`config.mk`:
```
export PLATFORM = sky130hd
export DESIGN_NAME = cfg_io_port
export DESIGN_NICKNAME = d
export VERILOG_FILES = /design/src/rtl/cfg_io_pkg.sv /design/src/rtl/cfg_io_regs.sv /design/src/rtl/cfg_io_addr_latch.sv /design/src/rtl/cfg_io_sync.sv /design/src/rtl/cfg_io_pin_drv.sv /design/src/rtl/cfg_io_port.sv
export SDC_FILE = /design/constraint.sdc
export NUM_CORES = 1
export LEC_CHECK = 0
export ABC_CLOCK_PERIOD_IN_PS = 1200
export BUFFER_PORTS_ARGS = -buffer_cell sky130_fd_sc_hd__buf_2
export CORE_MARGIN = 2
export CORE_UTILIZATION = 40
export DETAILED_ROUTE_END_ITERATION = 8
export GPL_ROUTABILITY_DRIVEN = 0
export PLACE_DENSITY = 0.7
export SYNTH_ARGS = -nofsm -noshare
export SYNTH_HDL_FRONTEND = slang
export SYNTH_SLANG_ARGS = --single-unit
```
`constraint.sdc`:
```
create_clock -name clk_i -period 1.2 [get_ports clk_i]
set_input_delay 0.24 -clock clk_i [delete_from_list [all_inputs] [get_ports clk_i]]
set_output_delay 0.24 -clock clk_i [all_outputs]
set_load 0.05 [all_outputs]
```
`src/rtl/cfg_io_pkg.sv`:
```
package cfg_io_pkg;
  // offset map: 3 writes the open-drain select and reads the pin levels
  typedef enum logic [1:0] {
    REG_DIR    = 2'd0,
    REG_DATA   = 2'd1,
    REG_MODE   = 2'd2,
    REG_PIN_OD = 2'd3
  } reg_sel_e;

  typedef enum logic [1:0] {
    DRV_INPUT = 2'd0,
    DRV_PUSH  = 2'd1,
    DRV_OPEN  = 2'd2,
    DRV_ADDR  = 2'd3
  } drv_kind_e;
endpackage

```
`src/rtl/cfg_io_regs.sv`:
```
module cfg_io_regs
  import cfg_io_pkg::*;
#(
  parameter int unsigned WIDTH = 8
) (
  input  logic             clk_i,
  input  logic             rst_ni,
  input  logic             cs_i,
  input  logic             we_i,
  input  logic             re_i,
  input  logic [1:0]       addr_i,
  input  logic [WIDTH-1:0] wdata_i,
  input  logic [WIDTH-1:0] pin_sync_i,
  output logic [WIDTH-1:0] rdata_o,
  output logic [WIDTH-1:0] dir_o,
  output logic [WIDTH-1:0] data_o,
  output logic [WIDTH-1:0] mode_o,
  output logic [WIDTH-1:0] od_o
);
  logic             wr_en, rd_en;
  reg_sel_e         sel;
  logic [WIDTH-1:0] rd_mux;

  assign wr_en = cs_i & we_i;
  assign rd_en = cs_i & re_i;
  assign sel   = reg_sel_e'(addr_i);

  always_ff @(posedge clk_i or negedge rst_ni) begin
    if (!rst_ni) begin
      dir_o  <= '0;
      data_o <= '0;
      mode_o <= '0;
      od_o   <= '0;
    end else if (wr_en) begin
      unique case (sel)
        REG_DIR:    dir_o  <= wdata_i;
        REG_DATA:   data_o <= wdata_i;
        REG_MODE:   mode_o <= wdata_i;
        REG_PIN_OD: od_o   <= wdata_i;
        default:    ;
      endcase
    end
  end

  always_comb begin
    unique case (sel)
      REG_DIR:    rd_mux = dir_o;
      REG_DATA:   rd_mux = data_o;
      REG_MODE:   rd_mux = mode_o;
      REG_PIN_OD: rd_mux = pin_sync_i;
      default:    rd_mux = '0;
    endcase
  end

  always_ff @(posedge clk_i or negedge rst_ni) begin
    if (!rst_ni)    rdata_o <= '0;
    else if (rd_en) rdata_o <= rd_mux;
  end

  // unselected strobes leave configuration untouched
  p_cfg_hold_r2: assert property (@(posedge clk_i) disable iff (!rst_ni)
    !(cs_i && we_i) |=> ($stable(dir_o) && $stable(data_o) && $stable(mode_o) && $stable(od_o)));

  // read data holds without a qualified read
  p_rdata_hold_r8: assert property (@(posedge clk_i) disable iff (!rst_ni)
    !(cs_i && re_i) |=> $stable(rdata_o));
endmodule

```
`src/rtl/cfg_io_addr_latch.sv`:
```
module cfg_io_addr_latch #(
  parameter int unsigned WIDTH = 8
) (
  input  logic             clk_i,
  input  logic             rst_ni,
  input  logic             ale_i,
  input  logic [WIDTH-1:0] ad_i,
  output logic [WIDTH-1:0] addr_o
);
  logic             ale_q;
  logic [WIDTH-1:0] ad_q;
  logic             ale_fall;

  assign ale_fall = ale_q & ~ale_i;

  always_ff @(posedge clk_i or negedge rst_ni) begin
    if (!rst_ni) begin
      ale_q  <= 1'b0;
      ad_q   <= '0;
      addr_o <= '0;
    end else begin
      ale_q <= ale_i;
      ad_q  <= ad_i;
      // ad_q holds the bus value from the last cycle the strobe was high
      if (ale_fall) addr_o <= ad_q;
    end
  end

  // latch only moves on a trailing strobe edge
  p_latch_hold_r7: assert property (@(posedge clk_i) disable iff (!rst_ni)
    !(ale_q && !ale_i) |=> $stable(addr_o));
endmodule

```
`src/rtl/cfg_io_sync.sv`:
```
module cfg_io_sync #(
  parameter int unsigned WIDTH  = 8,
  parameter int unsigned STAGES = 2
) (
  input  logic             clk_i,
  input  logic             rst_ni,
  input  logic [WIDTH-1:0] d_i,
  output logic [WIDTH-1:0] q_o
);
  logic [STAGES-1:0][WIDTH-1:0] stage_q;

  always_ff @(posedge clk_i or negedge rst_ni) begin
    if (!rst_ni) begin
      stage_q <= '0;
    end else begin
      stage_q[0] <= d_i;
      for (int s = 1; s < STAGES; s++) stage_q[s] <= stage_q[s-1];
    end
  end

  assign q_o = stage_q[STAGES-1];
endmodule

```
`src/rtl/cfg_io_pin_drv.sv`:
```
module cfg_io_pin_drv
  import cfg_io_pkg::*;
#(
  parameter int unsigned WIDTH = 8
) (
  input  logic             clk_i,
  input  logic             rst_ni,
  input  logic [WIDTH-1:0] dir_i,
  input  logic [WIDTH-1:0] data_i,
  input  logic [WIDTH-1:0] mode_i,
  input  logic [WIDTH-1:0] od_i,
  input  logic [WIDTH-1:0] addr_i,
  output logic [WIDTH-1:0] oe_o,
  output logic [WIDTH-1:0] out_o
);
  for (genvar i = 0; i < WIDTH; i++) begin : g_pin
    drv_kind_e kind;

    always_comb begin
      if (mode_i[i])     kind = DRV_ADDR;
      else if (!dir_i[i]) kind = DRV_INPUT;
      else if (od_i[i])  kind = DRV_OPEN;
      else               kind = DRV_PUSH;
    end

    always_comb begin
      unique case (kind)
        DRV_ADDR: begin oe_o[i] = 1'b1;       out_o[i] = addr_i[i]; end
        DRV_PUSH: begin oe_o[i] = 1'b1;       out_o[i] = data_i[i]; end
        DRV_OPEN: begin oe_o[i] = ~data_i[i]; out_o[i] = 1'b0;      end
        default:  begin oe_o[i] = 1'b0;       out_o[i] = 1'b0;      end
      endcase
    end

    // input pins are released
    p_input_released_r3: assert property (@(posedge clk_i) disable iff (!rst_ni)
      (!mode_i[i] && !dir_i[i]) |-> !oe_o[i]);
    // open-drain never drives high
    p_od_no_high_r5: assert property (@(posedge clk_i) disable iff (!rst_ni)
      (!mode_i[i] && od_i[i]) |-> !(oe_o[i] && out_o[i]));
    // address pins always driven
    p_addr_driven_r6: assert property (@(posedge clk_i) disable iff (!rst_ni)
      mode_i[i] |-> (oe_o[i] && out_o[i] == addr_i[i]));
  end
endmodule

```
`src/rtl/cfg_io_port.sv`:
```
module cfg_io_port #(
  parameter int unsigned WIDTH       = 8,
  parameter int unsigned SYNC_STAGES = 2
) (
  input  logic             clk_i,
  input  logic             rst_ni,
  input  logic             bus_cs_i,
  input  logic             bus_we_i,
  input  logic             bus_re_i,
  input  logic [1:0]       bus_addr_i,
  input  logic [WIDTH-1:0] bus_wdata_i,
  output logic [WIDTH-1:0] bus_rdata_o,
  input  logic             ale_i,
  input  logic [WIDTH-1:0] ad_i,
  input  logic [WIDTH-1:0] pad_i,
  output logic [WIDTH-1:0] pad_oe_o,
  output logic [WIDTH-1:0] pad_out_o
);
  logic [WIDTH-1:0] dir_q, data_q, mode_q, od_q, addr_q, pin_sync;

  cfg_io_sync #(.WIDTH(WIDTH), .STAGES(SYNC_STAGES)) u_sync (
    .clk_i  (clk_i),
    .rst_ni (rst_ni),
    .d_i    (pad_i),
    .q_o    (pin_sync)
  );

  cfg_io_regs #(.WIDTH(WIDTH)) u_regs (
    .clk_i      (clk_i),
    .rst_ni     (rst_ni),
    .cs_i       (bus_cs_i),
    .we_i       (bus_we_i),
    .re_i       (bus_re_i),
    .addr_i     (bus_addr_i),
    .wdata_i    (bus_wdata_i),
    .pin_sync_i (pin_sync),
    .rdata_o    (bus_rdata_o),
    .dir_o      (dir_q),
    .data_o     (data_q),
    .mode_o     (mode_q),
    .od_o       (od_q)
  );

  cfg_io_addr_latch #(.WIDTH(WIDTH)) u_alat (
    .clk_i  (clk_i),
    .rst_ni (rst_ni),
    .ale_i  (ale_i),
    .ad_i   (ad_i),
    .addr_o (addr_q)
  );

  cfg_io_pin_drv #(.WIDTH(WIDTH)) u_drv (
    .clk_i  (clk_i),
    .rst_ni (rst_ni),
    .dir_i  (dir_q),
    .data_i (data_q),
    .mode_i (mode_q),
    .od_i   (od_q),
    .addr_i (addr_q),
    .oe_o   (pad_oe_o),
    .out_o  (pad_out_o)
  );

  // leaving reset nothing is driven until configured
  p_reset_quiet_r1: assert property (@(posedge clk_i) disable iff (!rst_ni)
    $rose(rst_ni) |-> (pad_oe_o == '0));
endmodule

```
* Word-level counts from Yosys, hierarchy flattened *
Index checks and enable logic that the tools add are counted.

storage, ports and cells
  register bits after elaboration = 73
  input bits = 32
  output and inout bits = 24
  logic and storage cells = 103

operators by class
  equal/unequal tests = 27
  multiplexer cells = 41
  bitwise logic cells = 12
  reductions and logical operators = 13

operator list
  kind                count
  $mux 2              24
  $eq 2x2->1 const B  18
  $pmux 1 s2          16
  $pmux 8 s4          1
  $eq 2x1->1 const B  9
  $reduce_or 2->1     8
  $not 1->1           9
  $reduce_and 2->1    4
  $and 1x1->1         3
  $logic_not 2->1     1

* Logic depth before layout (Yosys ltp) *
Gate-level depths: netlist of the first run.

  word-level depth = 6
  gate-level depth with buffers = 4
  gate-level depth less buffers = 2

* Hierarchy *
From an unflattened synthesis of the first run, not the netlist that was laid out.

second synthesis, totals
  cells, all modules = 185
  area total of the unflattened synthesis = 2967.8 µm²

by module, submodules not included
  module             instances  cells an instance  area each (µm²)  seq. area each (µm²)
  cfg_io_regs        1          97                 1720.4           1001.0
  cfg_io_addr_latch  1          27                 570.5            425.4
  cfg_io_sync        1          24                 460.4            400.4
  cfg_io_pin_drv     1          37                 216.5            0.0

* Worst setup path before layout of the first run *
No wires, ideal clock.

  path kind = reg-to-output
  from = register u_regs.od_o[1]
  to = output pad_out_o[1]
  data arrival time = 1.595 ns
  setup slack = -0.635 ns
  stages on the path, launching flop included = 3
  cell sequence = dfrtp_1 > nand3b_1 > o21ai_0

on the way
  longest elaborated chain between the ends = 5

RTL lines
  element                                   RTL line              source
  start: declaration                        cfg_io_regs.sv:18     output logic [WIDTH-1:0] od_o
  start signal: assignment                  cfg_io_regs.sv:39     REG_PIN_OD: od_o <= wdata_i;
  $mux 2 (*)                                cfg_io_pin_drv.sv:22  else if (od_i[i]) kind = DRV_OPEN;
  $mux 2 (*)                                cfg_io_pin_drv.sv:21  else if (!dir_i[i]) kind = DRV_INPUT;
  $mux 2 (*)                                cfg_io_pin_drv.sv:20  if (mode_i[i]) kind = DRV_ADDR;
  $eq 2x1->1 or $eq 2x2->1 (tied branches)  cfg_io_pin_drv.sv:27  unique case (kind)
  $pmux 1 s2 (*)                            cfg_io_pin_drv.sv:27
  end: declaration                          cfg_io_port.sv:17     output logic [WIDTH-1:0] pad_out_o

Every way passes the cells marked *; elsewhere a longest branch is shown, timed or not.

* Final worst setup path of the first run *
  from = register u_regs.mode_o[0]
  to = output pad_out_o[0]

on the way
  longest elaborated chain between the ends = 3

RTL lines
  element                                   RTL line              source
  start: declaration                        cfg_io_regs.sv:17     output logic [WIDTH-1:0] mode_o,
  start signal: assignment                  cfg_io_regs.sv:38     REG_MODE: mode_o <= wdata_i;
  $mux 2 (*)                                cfg_io_pin_drv.sv:20
  $eq 2x1->1 or $eq 2x2->1 (tied branches)  cfg_io_pin_drv.sv:27
  $pmux 1 s2 (*)                            cfg_io_pin_drv.sv:27

Marks and branches as above.

==> load_flow_metrics.sql, run 1 <==
INSERT INTO impl_metrics (metric_group, metric, value, unit) VALUES
('outcome', 'status', 'finished, violations left', ''),
('outcome', 'violated_checks', 'negative setup slack', ''),
('grt', 'grt_use_total', '0.166', ''),
('timing', 'timing.final.setup_violations', '24', ''),
('hold_path', 'min_delay_worst_endpoint', 'u_alat.ad_q[4]', ''),
('grt', 'gr_busiest_metal', 'met2', ''),
('synth', 'synth_most_common_cell', 'sky130_fd_sc_hd__dfrtp_1', ''),
('setup_path', 'worstSetupEndpointType', 'output port', ''),
('floorplan', 'std_cell_rows', '30', ''),
('timing', 'hold_viol', '0', ''),
('drt', 'detail_route.iter0.violations', '84', ''),
('clock_network', 'clk_path_buf_depth', '2', ''),
('drt', 'route.detailed.vias_per_inst', '4.74', ''),
('synth', 'syn-mean-instance-area', '16.1', 'um2'),
('setup_path', 'worst_case_register_to_register_setup_slack', '-0.17', 'ns'),
('timing', 'final_critical_path_setup_slack', '-0.274', 'ns'),
('timing', 'fmaxAchievable', '0.678', 'GHz'),
('hold_path', 'worst_hold_path.num_cells', '1', ''),
('grt', 'global_route.usage.met2', '0.252', ''),
('timing', 'slew_viol_final', '0', ''),
('pwr', 'vdd_drop_max', '0.877', 'mV'),
('setup_path', 'worstSetupStartpointType', 'flop', ''),
('drt', 'antenna_left', '0', ''),
('synth', 'synth_top_cells_by_area', 'sky130_fd_sc_hd__dfrtp_1 64%, sky130_fd_sc_hd__mux2_2 19%, sky130_fd_sc_hd__mux4_2 4.7%', ''),
('floorplan', 'io_pins', '56', ''),
('clock_network', 'numCtsBuffers', '9', ''),
('synth', 'synth-edff-count', '0', ''),
('grt', 'grt_overflow_total', '0', ''),
('floorplan', 'design.core.area', '0.00687', 'mm2'),
('setup_path', 'rr_endpoint', 'u_regs.rdata_o[5]', ''),
('cells_and_area', 'num-nets-final', '331', ''),
('synth', 'ys_warn_count', '0', ''),
('pwr', 'cellLeakagePower', '1.93', 'nW'),
('synth', 'synth_area', '0.00287', 'mm2'),
('timing', 'fin_skew', '0.00686', 'ns'),
('flow_run', 'timing.max_cap.violations', '0', ''),
('setup_path', 'timing.critical_path.fanout_max', '4', ''),
('grt', 'met1_usage', '0.230', ''),
('drt', 'vias', '1892', ''),
('synth', 'synth_cells', '179', ''),
('floorplan', 'floorplan.die_area', '0.00788', 'mm2'),
('drt', 'drt-pass1-iter-count', '4', ''),
('clock_network', 'tritoncts', 'done', ''),
('grt', 'initial_antenna_violation_count', '0', ''),
('grt', 'grt_start_max_net_pins', '48', ''),
('place', 'detailedPlacementHpwl', '4080', 'um'),
('drt', 'drc_errors', '0', ''),
('synth', 'synth.distinct_cells', '17', ''),
('drt', 'wirelength', '5940', 'um'),
('synth', 'synth.top_cell.area_share', '0.636', ''),
('grt', 'grt_pass1_vias', '1989', ''),
('timing', 'unrepaired_setup_endpoints_after_global_routing', 'true', ''),
('synth', 'synth.net_count', '211', ''),
('clock_network', 'htreeDepth', '3', ''),
('setup_path', 'worstReg2RegStart', 'u_regs.dir_o[5]', ''),
('setup_path', 'crit_required', '0.96', 'ns'),
('cells_and_area', 'finalNonFillerCells', '399', ''),
('setup_path', 'crit_type', 'reg2out', ''),
('cells_and_area', 'proportion_of_layout_cells_with_a_drive_suffix_above_1', '0.607', ''),
('timing', 'slew-limit-headroom', '0.766', ''),
('floorplan', 'floorplan.die.height', '88.8', 'um'),
('timing', 'worst_slew_pin_slew', '0.350', 'ns'),
('place', 'buffer_ports.inserted', '55', ''),
('grt', 'grt_use_met3', '0.0504', ''),
('clock_network', 'clock_latency_reported_for_the_late_side_of_the_worst_skew_pair', '0.33', 'ns'),
('hold_path', 'min_path_type', 'in2reg', ''),
('drt', 'detail_route.wl_per_cell', '14.9', 'um'),
('floorplan', 'dieWidth', '88.8', 'um'),
('synth', 'synth_area_leader_cell', 'sky130_fd_sc_hd__dfrtp_1', ''),
('cells_and_area', 'n_antenna_cell', '0', ''),
('cells_and_area', 'layout.area.seq', '0.00183', 'mm2');
==> where the power goes <==
group	internal, mW	switching (mW)
Combinational	1.37	1.44
Clock	0.791	0.837
Sequential	2.87	0.266
Total	5.02	2.54
==> sequential cells by signal (all words and copies together), names as in the netlist <==
signal and flops:
u_regs.rdata_o 8, u_sync.stage_q 8, u_regs.mode_o 8, u_regs.od_o 8
u_alat.ale_q 1, u_alat.ad_q 8, u_alat.addr_o 8, u_regs.dir_o 8
u_regs.data_o 8, u_sync.q_o 8
==> layer usage <==
metal | part of all wire | routed length [um]
met3 | 0.041 | 241
met4 | 0.0040 | 24
met5 | 0 | 0
met1 | 0.46 | 2730
met2 | 0.50 | 2940
==> worst max-delay path by stage <==
| stage | endpoint | slack (ns) | start |
|---|---|---|---|
| floorplan | u_regs.rdata_o[1] | -0.02 | u_regs.mode_o[1] |
| global placement | u_regs.dir_o[0] | -0.25 | bus_addr_i[0] |
| detailed placement | u_regs.dir_o[1] | -0.27 | bus_addr_i[0] |
| CTS | pad_out_o[0] | -0.30 | u_regs.mode_o[0] |
| global route | pad_out_o[2] | -0.35 | u_regs.dir_o[2] |
| finish | pad_out_o[0] | -0.27 | u_regs.mode_o[0] |
==> cells in the final DEF (no fill, tap or decap) <==
cell and instances:
sky130_fd_sc_hd__a21o_1 8, sky130_fd_sc_hd__a32o_2 1, sky130_fd_sc_hd__and4bb_2 1, sky130_fd_sc_hd__buf_12 3, sky130_fd_sc_hd__buf_2 31, sky130_fd_sc_hd__buf_4 29
sky130_fd_sc_hd__buf_6 33, sky130_fd_sc_hd__clkbuf_1 2, sky130_fd_sc_hd__clkbuf_4 2, sky130_fd_sc_hd__clkbuf_8 10, sky130_fd_sc_hd__clkinv_2 2, sky130_fd_sc_hd__clkinvlp_4 1
sky130_fd_sc_hd__dfrtp_1 73, sky130_fd_sc_hd__dlygate4sd3_1 16, sky130_fd_sc_hd__mux2_2 44, sky130_fd_sc_hd__mux2_4 4, sky130_fd_sc_hd__mux4_2 8, sky130_fd_sc_hd__nand2_1 11
sky130_fd_sc_hd__nand2_2 5, sky130_fd_sc_hd__nand3b_1 7, sky130_fd_sc_hd__nand4_2 1, sky130_fd_sc_hd__nand4b_2 2, sky130_fd_sc_hd__nor2_1 1, sky130_fd_sc_hd__nor2b_1 1
sky130_fd_sc_hd__o21ai_2 7
==> worst max-delay path, stage by stage, from the launching register on <==
cell and delay (ns):
sky130_fd_sc_hd__dfrtp_1 0.42, sky130_fd_sc_hd__buf_6 0.13, sky130_fd_sc_hd__a32o_2 0.21, sky130_fd_sc_hd__buf_6 0.15
==> metrics by stage <==
stage / worst slack, ns / instance area (um2) / power (mW) / TNS, ns / hold slack, ns
6_report: -0.274 / 4150 / 7.57 / -4.90 / 0.0240
4_1_cts: -0.297 / 4070 / 7.54 / -5.16 / 0.000839
2_1_floorplan: -0.0224 / 2910 / 4.66 / -0.226 / -0.0556
3_3_place_gp: -0.247 / 3530 / 5.38 / -6.94 / 0.241
3_5_place_dp: -0.268 / 3530 / 5.43 / -8.07 / 0.240
5_1_grt: -0.355 / 4150 / 7.94 / -6.14 / 0.00469
==> cell type report <==
cell class / count / area share
clock inverter: 3 / 0.00422
sequential: 73 / 0.440
clock buffer: 12 / 0.0350
timing repair buffer: 114 / 0.236
multi-input combinational: 101 / 0.255
tap: 96 / 0.0290
==> cell families after synthesis <==
| family | count (synthesis) | synth area share |
|---|---|---|
| DFF | 73 | 0.636 |
| muxes | 56 | 0.253 |
| and+or+nand+nor | 29 | 0.0618 |
| AOI/OAI and AO/OA | 16 | 0.0366 |
| buffers and inverters | 5 | 0.0126 |
==> repair_timing <==
| action | CTS | global route |
|---|---|---|
| hold buffers | 14 | 2 |
| setup endpoints to repair | 29 | 27 |
| buffers inserted | 9 | 4 |
| resized for setup | 52 | 16 |
| hold endpoints to repair | 86 | 2 |
| pin swaps | 9 | 3 |
(Power assumes the default switching activity.)
==> run 2, diff against run 1 <==
Settings changed: REMOVE_ABC_BUFFERS from default to 1.
==> load_flow_metrics.sql, run 2 (synthesis results as in run 1) <==
INSERT INTO impl_metrics (metric_group, metric, value, unit) VALUES
('clock_network', 'tritoncts', 'done', ''),
('outcome', 'status', 'finished, violations left', ''),
('cells_and_area', 'n_antenna_cell', '0', ''),
('timing', 'slew-limit-headroom', '0.761', ''),
('clock_network', 'clock_latency_reported_for_the_late_side_of_the_worst_skew_pair', '0.34', 'ns'),
('timing', 'final_critical_path_setup_slack', '-0.309', 'ns'),
('drt', 'drc_errors', '0', ''),
('clock_network', 'numClockSinks', '73', ''),
('cells_and_area', 'filler_cell_count', '567', ''),
('drt', 'antenna_left', '0', ''),
('setup_path', 'worstSetupPathDepth', '3', ''),
('place', 'post_dp_cell_area', '0.00351', 'mm2'),
('timing', 'totalNegativeSetupSlack', '-4.97', 'ns'),
('setup_path', 'rr_endpoint', 'u_regs.rdata_o[2]', ''),
('timing', 'hold_viol', '0', ''),
('drt', 'vias', '1899', ''),
('floorplan', 'floorplan.die_area', '0.00788', 'mm2'),
('setup_path', 'timing.critical_path.from', 'u_regs.od_o[3]', ''),
('setup_path', 'worstSetupStartpointType', 'flop', ''),
('timing', 'worst_slew_pin_slew', '0.359', 'ns'),
('setup_path', 'critPathMaxStageDelay', '0.40', 'ns'),
('drt', 'route.detailed.vias_per_inst', '4.76', ''),
('pwr', 'vdd_drop_max', '1.07', 'mV'),
('place', 'buffer_ports.inserted', '55', ''),
('setup_path', 'crit_type', 'reg2out', ''),
('setup_path', 'worst_case_register_to_register_setup_slack', '-0.17', 'ns'),
('timing', 'post-route-period-util', '1.26', ''),
('pwr', 'power.density', '1810', 'mW/mm2'),
('clock_network', 'clk_path_buf_depth', '2', ''),
('cells_and_area', 'final_common_cell', 'sky130_fd_sc_hd__dfrtp_1', ''),
('cells_and_area', 'design_area', '0.00413', 'mm2'),
('clock_network', 'numCtsBuffers', '9', ''),
('setup_path', 'count_of_buffering_cells_on_the_critical_path_with_inverters_included', '1', ''),
('cells_and_area', 'finalNonFillerCells', '399', ''),
('drt', 'wirelength', '6130', 'um'),
('timing', 'slew_viol_final', '0', ''),
('floorplan', 'dieWidth', '88.8', 'um'),
('grt', 'grt_pass1_vias', '2074', ''),
('grt', 'first_pass_grt_wire_length', '10000', 'um'),
('timing', 'timing.final.setup_violations', '24', ''),
('floorplan', 'std_cell_rows', '30', ''),
('place', 'detailedPlacementHpwl', '4090', 'um'),
('hold_path', 'min_path_type', 'in2reg', ''),
('setup_path', 'crit_required', '0.96', 'ns'),
('clock_network', 'path_clk_slew', '0.07', 'ns'),
('setup_path', 'timing.critical_path.fanout_max', '3', ''),
('cells_and_area', 'final_core_utilization', '0.601', ''),
('grt', 'grt_use_total', '0.178', ''),
('cells_and_area', 'proportion_of_layout_cells_with_a_drive_suffix_above_1', '0.584', ''),
('timing', 'fmaxAchievable', '0.663', 'GHz'),
('pwr', 'cellLeakagePower', '1.92', 'nW'),
('setup_path', 'worstReg2RegStart', 'u_regs.dir_o[2]', ''),
('flow_run', 'timing.max_cap.violations', '0', ''),
('place', 'place.detailed.instances', '356', ''),
('outcome', 'violated_checks', 'negative setup slack', ''),
('setup_path', 'timing.critical_path.arrival', '1.27', 'ns'),
('cells_and_area', 'layout_common_cells', '73 x sky130_fd_sc_hd__dfrtp_1, 45 x sky130_fd_sc_hd__mux2_2, 32 x sky130_fd_sc_hd__buf_6, 30 x sky130_fd_sc_hd__buf_2, 30 x sky130_fd_sc_hd__buf_4', ''),
('setup_path', 'endpoint', 'pad_out_o[3]', ''),
('setup_path', 'critical-path-top-delay-family', 'flip-flops', ''),
('setup_path', 'slowest_cell_on_crit_path', 'sky130_fd_sc_hd__dfrtp_1', ''),
('timing', 'fin_skew', '0.00800', 'ns'),
('floorplan', 'io_pins', '56', ''),
('clock_network', 'cts-root-buf', 'sky130_fd_sc_hd__clkbuf_8', ''),
('floorplan', 'design.core.area', '0.00687', 'mm2'),
('drt', 'detail_route.iter0.violations', '79', ''),
('setup_path', 'worstPathCellList', 'nand3b_1, o21ai_2, buf_6', ''),
('cells_and_area', 'num-nets-final', '330', ''),
('timing', 'period_minus_slack', '1.51', 'ns'),
('drt', 'drt-pass1-iter-count', '4', ''),
('timing', 'unrepaired_setup_endpoints_after_global_routing', 'true', ''),
('clock_network', 'htreeDepth', '3', ''),
('grt', 'grt_start_max_net_pins', '32', ''),
('drt', 'detail_route.wl_per_cell', '15.4', 'um'),
('floorplan', 'initial_cell_density_of_the_core', '0.418', ''),
('floorplan', 'floorplan.die.height', '88.8', 'um'),
('cells_and_area', 'area_delta_synth_final', '43.7', '%'),
('grt', 'initial_antenna_violation_count', '0', ''),
('setup_path', 'r2r.worst_path.cells', '3', ''),
('grt', 'grt_overflow_total', '0', ''),
('timing', 'holdWs', '0.178', 'ns'),
('setup_path', 'worstSetupEndpointType', 'output port', '');
run 2: area by class of cell:
| type | instances | area, um2 | share of cell area |
|---|---|---|---|
| Clock buffer | 12 | 135 | 0.0327 |
| Clock inverter | 4 | 20.0 | 0.00485 |
| Multi-Input combinational cell | 101 | 1050 | 0.255 |
| Sequential cell | 73 | 1830 | 0.442 |
| Tap cell | 96 | 120 | 0.0291 |
| Timing Repair Buffer | 113 | 976 | 0.236 |
run 2: metrics by stage:
step | setup slack (ns) | total power, mW
detailed placement | -0.357 | 5.34
CTS | -0.311 | 7.41
finish | -0.309 | 7.46
global placement | -0.298 | 5.28
global route | -0.370 | 7.85
floorplan | -0.635 | 4.58
run 2: power by group:
group	switching, mW	total (mW)	internal [mW]
clock	0.834	1.57	0.738
sequential	0.305	3.17	2.87
combinational	1.40	2.71	1.32
run 2: timing repair:
item                       4_1_cts  5_1_grt
hold buffers                    18        0
gates resized for setup         65       15
buffers inserted                 7        2
pin swaps                        6        3
setup endpoints to repair       30       33
hold endpoints to repair        38        0
run 2: how the worst min path moves through the flow:
stage | end | start | cells past startpoint | slack [ns]
3_3_place_gp | u_regs.data_o[5] | rst_ni | 1 | 0.16
3_5_place_dp | u_regs.data_o[5] | rst_ni | 1 | 0.16
2_1_floorplan | u_alat.ad_q[0] | rst_ni | 0 | -0.06
5_1_grt | u_regs.dir_o[1] | bus_wdata_i[1] | 2 | 0.17
6_report | u_regs.mode_o[1] | bus_wdata_i[1] | 2 | 0.18
4_1_cts | u_regs.mode_o[1] | bus_wdata_i[1] | 2 | 0.16
run 2: metal layers:
layer,track usage,wire [um],up-vias
li1,-,-,891
met1,0.219,2620,944
met2,0.290,3060,55
met3,0.0625,330,9
met4,0.0647,124,0
met5,0,0,-
==> run 3, diff against run 2 <==
Settings changed: CAP_MARGIN from default to 25, CTS_BUF_LIST from default to sky130_fd_sc_hd__clkbuf_4, PLACE_DENSITY 0.7 to 0.75.
==> load_flow_metrics.sql, run 3 (synthesis results as in run 1) <==
INSERT INTO impl_metrics (metric_group, metric, value, unit) VALUES
('cells_and_area', 'layout.area.seq', '0.00183', 'mm2'),
('setup_path', 'timing.critical_path.fanout_max', '3', ''),
('grt', 'grt_pass1_vias', '2096', ''),
('cells_and_area', 'area_delta_synth_final', '42.4', '%'),
('clock_network', 'htreeDepth', '3', ''),
('floorplan', 'io_pins', '56', ''),
('drt', 'wirelength', '6120', 'um'),
('setup_path', 'timing.critical_path.arrival', '1.33', 'ns'),
('floorplan', 'initial_cell_density_of_the_core', '0.418', ''),
('timing', 'hold_viol', '0', ''),
('place', 'detailedPlacementHpwl', '3970', 'um'),
('cells_and_area', 'finalNonFillerCells', '399', ''),
('drt', 'route.detailed.vias_per_inst', '4.86', ''),
('clock_network', 'path_clk_slew', '0.10', 'ns'),
('pwr', 'fin_total_pwr', '7.19', 'mW'),
('setup_path', 'worstReg2RegStart', 'u_regs.mode_o[0]', ''),
('timing', 'fmaxAchievable', '0.639', 'GHz'),
('timing', 'worst_slew_pin_slew', '0.402', 'ns'),
('timing', 'fin_skew', '0.00815', 'ns'),
('cells_and_area', 'filler_cell_count', '560', ''),
('grt', 'initial_antenna_violation_count', '0', ''),
('cells_and_area', 'num-nets-final', '330', ''),
('drt', 'detail_route.wl_per_cell', '15.3', 'um'),
('timing', 'slew-limit-headroom', '0.731', ''),
('floorplan', 'floorplan.die.height', '88.8', 'um'),
('timing', 'timing.final.setup_violations', '29', ''),
('timing', 'post-route-period-util', '1.30', ''),
('cells_and_area', 'design_area', '0.00409', 'mm2'),
('place', 'dpl_worst_slack', '-0.337', 'ns'),
('floorplan', 'dieWidth', '88.8', 'um'),
('drt', 'drc_errors', '0', ''),
('clock_network', 'cts-root-buf', 'sky130_fd_sc_hd__clkbuf_4', ''),
('place', 'post_dp_cell_area', '0.00347', 'mm2'),
('clock_network', 'clk_path_buf_depth', '2', ''),
('clock_network', 'tritoncts', 'done', ''),
('clock_network', 'numCtsBuffers', '9', ''),
('cells_and_area', 'final_common_cell', 'sky130_fd_sc_hd__dfrtp_1', ''),
('cells_and_area', 'proportion_of_layout_cells_with_a_drive_suffix_above_1', '0.597', ''),
('setup_path', 'timing.critical_path.mode_cell', 'sky130_fd_sc_hd__buf_6', ''),
('clock_network', 'clock_latency_reported_for_the_late_side_of_the_worst_skew_pair', '0.40', 'ns'),
('cells_and_area', 'n_antenna_cell', '0', ''),
('place', 'place.detailed.instances', '353', ''),
('drt', 'drt-pass1-iter-count', '4', ''),
('timing', 'final_critical_path_setup_slack', '-0.365', 'ns'),
('outcome', 'status', 'finished, violations left', ''),
('setup_path', 'crit_required', '0.96', 'ns'),
('setup_path', 'critical-path-top-delay-family', 'flip-flops', ''),
('timing', 'unrepaired_setup_endpoints_after_global_routing', 'true', ''),
('drt', 'detail_route.iter0.violations', '77', ''),
('setup_path', 'timing.critical_path.from', 'u_regs.dir_o[0]', ''),
('timing', 'totalNegativeSetupSlack', '-5.98', 'ns'),
('floorplan', 'design.core.area', '0.00687', 'mm2'),
('setup_path', 'worstPathCellList', 'buf_6, a32o_1, buf_6', ''),
('pwr', 'power.density', '1760', 'mW/mm2'),
('floorplan', 'std_cell_rows', '30', ''),
('setup_path', 'worstSetupStartpointType', 'flop', ''),
('clock_network', 'numClockSinks', '73', ''),
('drt', 'vias', '1940', ''),
('cells_and_area', 'multi_input_area', '0.00105', 'mm2'),
('cells_and_area', 'layout_common_cells', '69 x sky130_fd_sc_hd__dfrtp_1, 44 x sky130_fd_sc_hd__mux2_2, 39 x sky130_fd_sc_hd__buf_6, 31 x sky130_fd_sc_hd__buf_2, 23 x sky130_fd_sc_hd__buf_4', ''),
('hold_path', 'min_path_type', 'in2reg', ''),
('drt', 'antenna_left', '0', ''),
('place', 'buffer_ports.inserted', '55', ''),
('floorplan', 'floorplan.die_area', '0.00788', 'mm2'),
('setup_path', 'critPathMaxStageDelay', '0.40', 'ns'),
('grt', 'grt_overflow_total', '0', ''),
('flow_run', 'timing.max_cap.violations', '0', ''),
('grt', 'grt_start_max_net_pins', '74', ''),
('hold_path', 'hold_path.startpoint', 'bus_wdata_i[4]', ''),
('setup_path', 'count_of_buffering_cells_on_the_critical_path_with_inverters_included', '2', ''),
('pwr', 'vdd_drop_max', '0.789', 'mV'),
('pwr', 'cellLeakagePower', '1.91', 'nW'),
('outcome', 'violated_checks', 'negative setup slack', ''),
('timing', 'slew_viol_final', '0', ''),
('setup_path', 'slowest_cell_on_crit_path', 'sky130_fd_sc_hd__dfrtp_1', ''),
('grt', 'first_pass_grt_wire_length', '10100', 'um'),
('setup_path', 'worstSetupEndpointType', 'output port', ''),
('timing', 'period_minus_slack', '1.57', 'ns'),
('setup_path', 'crit_type', 'reg2out', ''),
('grt', 'grt_use_total', '0.175', '');
## run 3: final cells by class
cell class                      count  share of cell area
Clock inverter                      5             0.00550
Timing Repair Buffer              113               0.241
Tap cell                           96              0.0293
Clock buffer                       11              0.0202
Multi-Input combinational cell    101               0.256
Sequential cell                    73               0.448
## run 3: path summary, 6_finish.rpt
| check | to | slack (ns) | cells after the start |
|---|---|---|---|
| setup / recovery | pad_out_o[0] | -0.37 | 3 |
| hold / removal | u_regs.od_o[4] | 0.11 | 2 |
| hold reg to reg | u_sync.q_o[1] | 0.36 | 0 |
| min in group asynchronous | u_alat.addr_o[4] | 0.39 | 3 |
| setup reg to reg | u_regs.rdata_o[0] | -0.27 | 4 |
| max in group asynchronous | u_regs.mode_o[3] | 0.50 | 3 |
## run 3: where the power goes
part | internal [mW] | leakage, nW | switching, mW
sequential | 2.87 | 0.861 | 0.317
combinational | 1.36 | 0.979 | 1.40
clock | 0.450 | 0.0655 | 0.783
## run 3: per-layer routing
layer	track usage	up-vias	share of wire
met5	0	-	0
met4	0.0510	0	0.017
met3	0.0616	9	0.050
met2	0.296	49	0.52
met1	0.210	987	0.42
li1	-	895	-
## run 3: timing repair
item / 4_1_cts / 5_1_grt
setup endpoints to repair: 32 / 32
buffers inserted: 7 / 5
gates resized for setup: 74 / 15
hold buffers: 18 / 0
hold endpoints to repair: 90 / 0
pin swaps: 5 / 3
## run 3: stage by stage
step	hold slack [ns]	util
2_1_floorplan	-0.0556	-
3_3_place_gp	0.299	0.505
3_5_place_dp	0.307	0.505
4_1_cts	0.0749	0.584
5_1_grt	0.0709	0.596
6_report	0.110	0.596
## run 3: worst register-to-register path, cell delays in order, from the launching register on
cell and delay [ns]:
sky130_fd_sc_hd__dfrtp_2 0.45, sky130_fd_sc_hd__buf_6 0.13, sky130_fd_sc_hd__buf_6 0.10, sky130_fd_sc_hd__mux4_2 0.43, sky130_fd_sc_hd__mux2_4 0.27
